[config.mk]
export PLATFORM = sky130hd
export DESIGN_NAME = acr_top
export DESIGN_NICKNAME = d
export VERILOG_FILES = /design/src/rtl/acr_pkg.sv /design/src/rtl/acr_regfile.sv /design/src/rtl/acr_pin_decode.sv /design/src/rtl/acr_top.sv
export SDC_FILE = /design/constraint.sdc
export NUM_CORES = 1
export LEC_CHECK = 0
export ABC_AREA = 0
export BUFFER_PORTS_ARGS = -buffer_cell sky130_fd_sc_hd__buf_2
export CAP_MARGIN = 15
export CORE_UTILIZATION = 31
export CTS_CLUSTER_DIAMETER = 200
export CTS_CLUSTER_SIZE = 10
export DETAILED_ROUTE_END_ITERATION = 7
export PLACE_DENSITY = 0.47
export SYNTH_ARGS = -nofsm -noshare
export SYNTH_HDL_FRONTEND = slang
export SYNTH_HIERARCHICAL = 1
export SYNTH_SLANG_ARGS = --single-unit
[constraint.sdc]
create_clock -name clk -period 3.7 [get_ports clk]
set_input_delay 0.185 -clock clk [delete_from_list [all_inputs] [get_ports clk]]
set_output_delay 0.185 -clock clk [all_outputs]
set_load 0.01 [all_outputs]
[src/rtl/acr_pkg.sv]
package acr_pkg;
    localparam int DW_DEF      = 8;
    localparam int NREG_DEF    = 32;
    localparam int NVOL        = 6;
    localparam int NSTG        = NVOL + 1;
    localparam int MUTE_ADDR   = 'h01;
    localparam int VOL_BASE    = 'h0F;
    localparam int PIN_ADDR    = 'h03;
    localparam int PIN_BITS    = 5;
    localparam int PB_FREEZE   = 0;
    localparam int PB_IRQ_HIGH = 1;
    localparam int PB_SDO_HIZ  = 2;
    localparam int PB_SP1_HIZ  = 3;
    localparam int PB_SP1_MSTR = 4;
    localparam logic [7:0] PIN_RESET = 8'h0C;

    // staged slot of an address, -1 when the address is not staged
    function automatic int stg_slot(int a);
        if (a == MUTE_ADDR) return 0;
        if (a >= VOL_BASE && a < VOL_BASE + NVOL) return a - VOL_BASE + 1;
        return -1;
    endfunction

    function automatic int stg_addr(int s);
        return (s == 0) ? MUTE_ADDR : VOL_BASE + s - 1;
    endfunction
endpackage

[src/rtl/acr_regfile.sv]
module acr_regfile
    import acr_pkg::*;
#(
    parameter int DW   = DW_DEF,
    parameter int NREG = NREG_DEF,
    localparam int AW  = $clog2(NREG),
    localparam int SW  = $clog2(NSTG)
) (
    input  logic                 clk,
    input  logic                 rst_n,
    input  logic                 we_i,
    input  logic [AW-1:0]        addr_i,
    input  logic [DW-1:0]        wdata_i,
    output logic [DW-1:0]        rdata_o,
    output logic [DW-1:0]        mute_o,
    output logic [NVOL*DW-1:0]   vol_o,
    output logic [PIN_BITS-1:0]  pin_cfg_o
);
    typedef struct packed {
        logic [NREG-1:0][DW-1:0] act;
        logic [NSTG-1:0][DW-1:0] stg;
    } state_t;

    state_t st_d, st_q;
    int     wslot;
    int     rslot;

    always_comb begin
        st_d  = st_q;
        wslot = stg_slot(int'(addr_i));
        if (we_i) begin
            if (wslot >= 0) st_d.stg[SW'(wslot)] = wdata_i;
            else            st_d.act[addr_i]     = wdata_i;
        end
        // staged bytes track their pending copy whenever freeze is clear
        if (!st_d.act[PIN_ADDR][PB_FREEZE]) begin
            for (int s = 0; s < NSTG; s++) begin
                st_d.act[AW'(stg_addr(s))] = st_d.stg[s];
            end
        end
    end

    always_ff @(posedge clk or negedge rst_n) begin
        if (!rst_n) begin
            st_q               <= '0;
            st_q.act[PIN_ADDR] <= DW'(PIN_RESET);
        end else begin
            st_q <= st_d;
        end
    end

    always_comb begin
        rslot   = stg_slot(int'(addr_i));
        rdata_o = (rslot >= 0) ? st_q.stg[SW'(rslot)] : st_q.act[addr_i];
    end

    assign mute_o    = st_q.act[MUTE_ADDR];
    assign pin_cfg_o = st_q.act[PIN_ADDR][PIN_BITS-1:0];

    for (genvar v = 0; v < NVOL; v++) begin : g_vol
        assign vol_o[v*DW +: DW] = st_q.act[VOL_BASE + v];
    end
endmodule

[src/rtl/acr_pin_decode.sv]
module acr_pin_decode
    import acr_pkg::*;
(
    input  logic [PIN_BITS-1:0] cfg_i,
    input  logic                irq_req_i,
    output logic                irq_pad_o,
    output logic                irq_oe_o,
    output logic                sdout_oe_o,
    output logic                sclk1_oe_o,
    output logic                lrck1_oe_o
);
    logic irq_high;
    logic clk1_drive;

    always_comb begin
        irq_high   = cfg_i[PB_IRQ_HIGH];
        // open drain: data fixed low, enable carries the request
        irq_pad_o  = irq_high ? irq_req_i : 1'b0;
        irq_oe_o   = irq_high ? 1'b1 : irq_req_i;
        sdout_oe_o = !cfg_i[PB_SDO_HIZ];
        clk1_drive = cfg_i[PB_SP1_MSTR] && !cfg_i[PB_SP1_HIZ];
        sclk1_oe_o = clk1_drive;
        lrck1_oe_o = clk1_drive;
    end

    logic unused_freeze;
    assign unused_freeze = cfg_i[PB_FREEZE];
endmodule

[src/rtl/acr_top.sv]
module acr_top
    import acr_pkg::*;
#(
    parameter int DW   = DW_DEF,
    parameter int NREG = NREG_DEF,
    localparam int AW  = $clog2(NREG)
) (
    input  logic                clk,
    input  logic                rst_n,
    input  logic                we_i,
    input  logic [AW-1:0]       addr_i,
    input  logic [DW-1:0]       wdata_i,
    output logic [DW-1:0]       rdata_o,
    output logic [DW-1:0]       mute_o,
    output logic [NVOL*DW-1:0]  vol_o,
    output logic                freeze_o,
    input  logic                irq_req_i,
    output logic                irq_pad_o,
    output logic                irq_oe_o,
    output logic                sdout_oe_o,
    output logic                sclk1_oe_o,
    output logic                lrck1_oe_o
);
    logic [PIN_BITS-1:0] pin_cfg;

    acr_regfile #(.DW(DW), .NREG(NREG)) u_regs (
        .clk       (clk),
        .rst_n     (rst_n),
        .we_i      (we_i),
        .addr_i    (addr_i),
        .wdata_i   (wdata_i),
        .rdata_o   (rdata_o),
        .mute_o    (mute_o),
        .vol_o     (vol_o),
        .pin_cfg_o (pin_cfg)
    );

    acr_pin_decode u_pins (
        .cfg_i      (pin_cfg),
        .irq_req_i  (irq_req_i),
        .irq_pad_o  (irq_pad_o),
        .irq_oe_o   (irq_oe_o),
        .sdout_oe_o (sdout_oe_o),
        .sclk1_oe_o (sclk1_oe_o),
        .lrck1_oe_o (lrck1_oe_o)
    );

    assign freeze_o = pin_cfg[PB_FREEZE];
endmodule

==> flow_summary.json <==
{
  "r2r_slack_ns": 2.22,
  "grt_pass1_vias": 8874,
  "first_pass_iters": 6,
  "cp.arrival_ns": 3.18,
  "final_cell_mix": "310 x dfrtp_1, 160 x mux2_2, 83 x buf_2",
  "clock.fmax_ghz": 0.297,
  "ys_ff_latch": 312,
  "slew_headroom": 0.356,
  "setup_tns_ns": 0,
  "multiInputGateArea_mm2": 0.00590,
  "violations": "DRC",
  "ys_warn_count": 6,
  "finalHoldViolations": 0,
  "cts_tree": "built",
  "fin_crit_sh": 0.910,
  "grt_pass1_wl_um": 59000,
  "fin_util": 0.347,
  "num-fill-cells": 4552,
  "rr_startpoint": "u_regs/pin_cfg_o[0]",
  "grt.overflow.total": 0,
  "min_path_type": "in2async",
  "crit_slowest_cell": "mux4_2",
  "start_util": 0.315,
  "setup_viol": 0,
  "synth-main-ff-cell": "dfrtp_1",
  "tightest_slew_ns": 0.959,
  "synth_edf_count": 0,
  "insertion_delay_ns": 0.55,
  "ys_seq_area_frac": 0.531,
  "skew_ns": 0.0178,
  "die_area_mm2": 0.0484,
  "clock_path_buffers": 3,
  "crit_fanout": 36,
  "postRouteAntennaNets": 0,
  "synth_top_area_share": 0.527,
  "wl_um": 38700,
  "p_leak_uw": 0.00736,
  "cts_buffers": 37,
  "core_area_mm2": 0.0467,
  "max-vdd-ir-drop_mv": 0.275,
  "grt_usage": 0.166,
  "synth_nets": 1094,
  "synthTopCellsByArea": "dfrtp_1 53%, mux2_2 12%, mux4_2 9.8%",
  "dp_hpwl_um": 25500,
  "reg2reg_to": "u_regs/vol_o[1]",
  "grt_antenna_before_repair": 3,
  "vias": 8427,
  "area_growth_pct": 10.1,
  "cp.required_ns": 3.51,
  "yosys.area.top_type": "dfrtp_1",
  "cts_setup_buffers": 0,
  "cp-start-kind": "input port",
  "place_congestion": 0.823,
  "max_stage_delay_ns": 0.60,
  "drc": 12,
  "syn_inst": 1071,
  "die_w_um": 220,
  "pwr_density_cell_mw_per_mm2": 567,
  "critical_path_class": "in2out",
  "rr_worst_depth": 4,
  "syn_avg_cell_area_um2": 13.7,
  "final_common_cell": "dfrtp_1",
  "power.total_uw": 9190,
  "slew_viol_final": 0,
  "rows": 79,
  "clock_sinks": 312,
  "clk_pin_slew_ns": 0.05,
  "synth-async-reset-ratio": 1.00,
  "die_y_um": 220,
  "regArea_mm2": 0.00781,
  "crit_chain": "buf_4 -> buf_6 -> mux4_2 -> a22o_1 -> a221oi_1 -> o21ai_0 -> a21oi_1 -> a2bb2oi_1 -> buf_2",
  "end_kind": "primary output",
  "h-tree-depth": 2,
  "via_per_inst": 5.08,
  "grt_max_degree": 90,
  "wl_per_cell_um": 23.4,
  "io_buffers": 86,
  "run_status": "complete, but fails checks",
  "clockRootBuffer": "clkbuf_16",
  "io_pins": 87,
  "layout-drive-gt1-share": 0.399,
  "ys_types": 62,
  "max_cap_violations": 0,
  "nets": 1064,
  "first_iter_violations": 621,
  "rsz0062_at_grt": "false",
  "period_needed_ns": 3.37,
  "synth_area_mm2": 0.0147
}
-- how the worst max path moves through the flow --
stage               startpoint               to  slack (ns)
global route         addr_i[0]       rdata_o[5]        0.16
floorplan            addr_i[0]  u_regs/st_q[29]        0.51
detailed placement   addr_i[0]       rdata_o[5]        0.14
finish               addr_i[0]       rdata_o[5]        0.33
global placement     addr_i[0]       rdata_o[5]        0.16
CTS                  addr_i[0]       rdata_o[5]        0.13
-- worst max-delay path, delay by kind of cell --
family / cells / cell delay [ns]
AOI/OAI and AO/OA: 5 / 1.50
buffers and inverters: 3 / 0.87
muxes: 1 / 0.60
-- registers in the layout, indices dropped and copies added (netlist names) --
signal            count
u_regs/st_q         251
u_regs/vol_o         48
u_regs/mute_o         8
u_regs/pin_cfg_o      5
-- kinds of logic after synthesis --
group | Yosys count | share of synthesized area
flops | 312 | 0.531
mux | 311 | 0.287
buf+inv | 198 | 0.0684
simple gates | 124 | 0.0486
compound gates | 116 | 0.0567
fa+ha+maj | 6 | 0.00510
xor+xnor | 4 | 0.00332
-- report_power, final --
part           internal (µW)  switching [µW]  total (µW)
clock network           1800            1370        3170
registers               4020             394        4410
logic                    835             772        1610
total                   6660            2530        9190
-- final cells by class --
| cell class | instances | area share |
|---|---|---|
| antenna | 1 | 0.000154 |
| clock buffer | 45 | 0.0590 |
| clock inverter | 3 | 0.00162 |
| inverter | 15 | 0.00348 |
| multi-input combinational | 561 | 0.364 |
| sequential | 312 | 0.482 |
| tap | 607 | 0.0469 |
| timing repair buffer | 114 | 0.0424 |
-- routing by layer --
layer | wire (µm) | GRT usage | vias to the layer above
li1 | - | - | 3740
met3 | 1550 | 0.0269 | 56
met2 | 18200 | 0.259 | 187
met5 | 24 | 0 | -
met4 | 1200 | 0.0667 | 4
met1 | 17700 | 0.229 | 4440
-- stage by stage --
stage                     instances  cell area (µm²)  setup WS (ns)  hold slack (ns)
final                          1658            16200          0.334            0.249
after global placement         1608            15200          0.164            0.254
after global routing           1658            16200          0.160            0.294
after detailed placement       1608            15200          0.136            0.255
after CTS                      1657            16200          0.131            0.260
after floorplan                1071            14700          0.515           -0.111
-- synth_stat cells, types with 9 or more instances --
cell type and number:
buf_4 63, mux2_2 160, nand3_1 9, a22oi_1 20, o21ai_1 17, nor2_2 23
mux2i_1 20, nor2_1 11, and3_1 10, and2_1 9, o21ai_0 21, mux2_1 59
nand2_1 34, clkbuf_1 100, dfrtp_1 310, buf_2 10, mux4_2 64, inv_1 14
-- timing repair --
item / CTS / global route
gates resized for setup: 0 / 1
endpoints found under the setup margin: 0 / 1
hold buffers: 1 / 0
hold endpoints to repair: 83 / 0
Note: power is estimated with default switching activity, not from simulation.
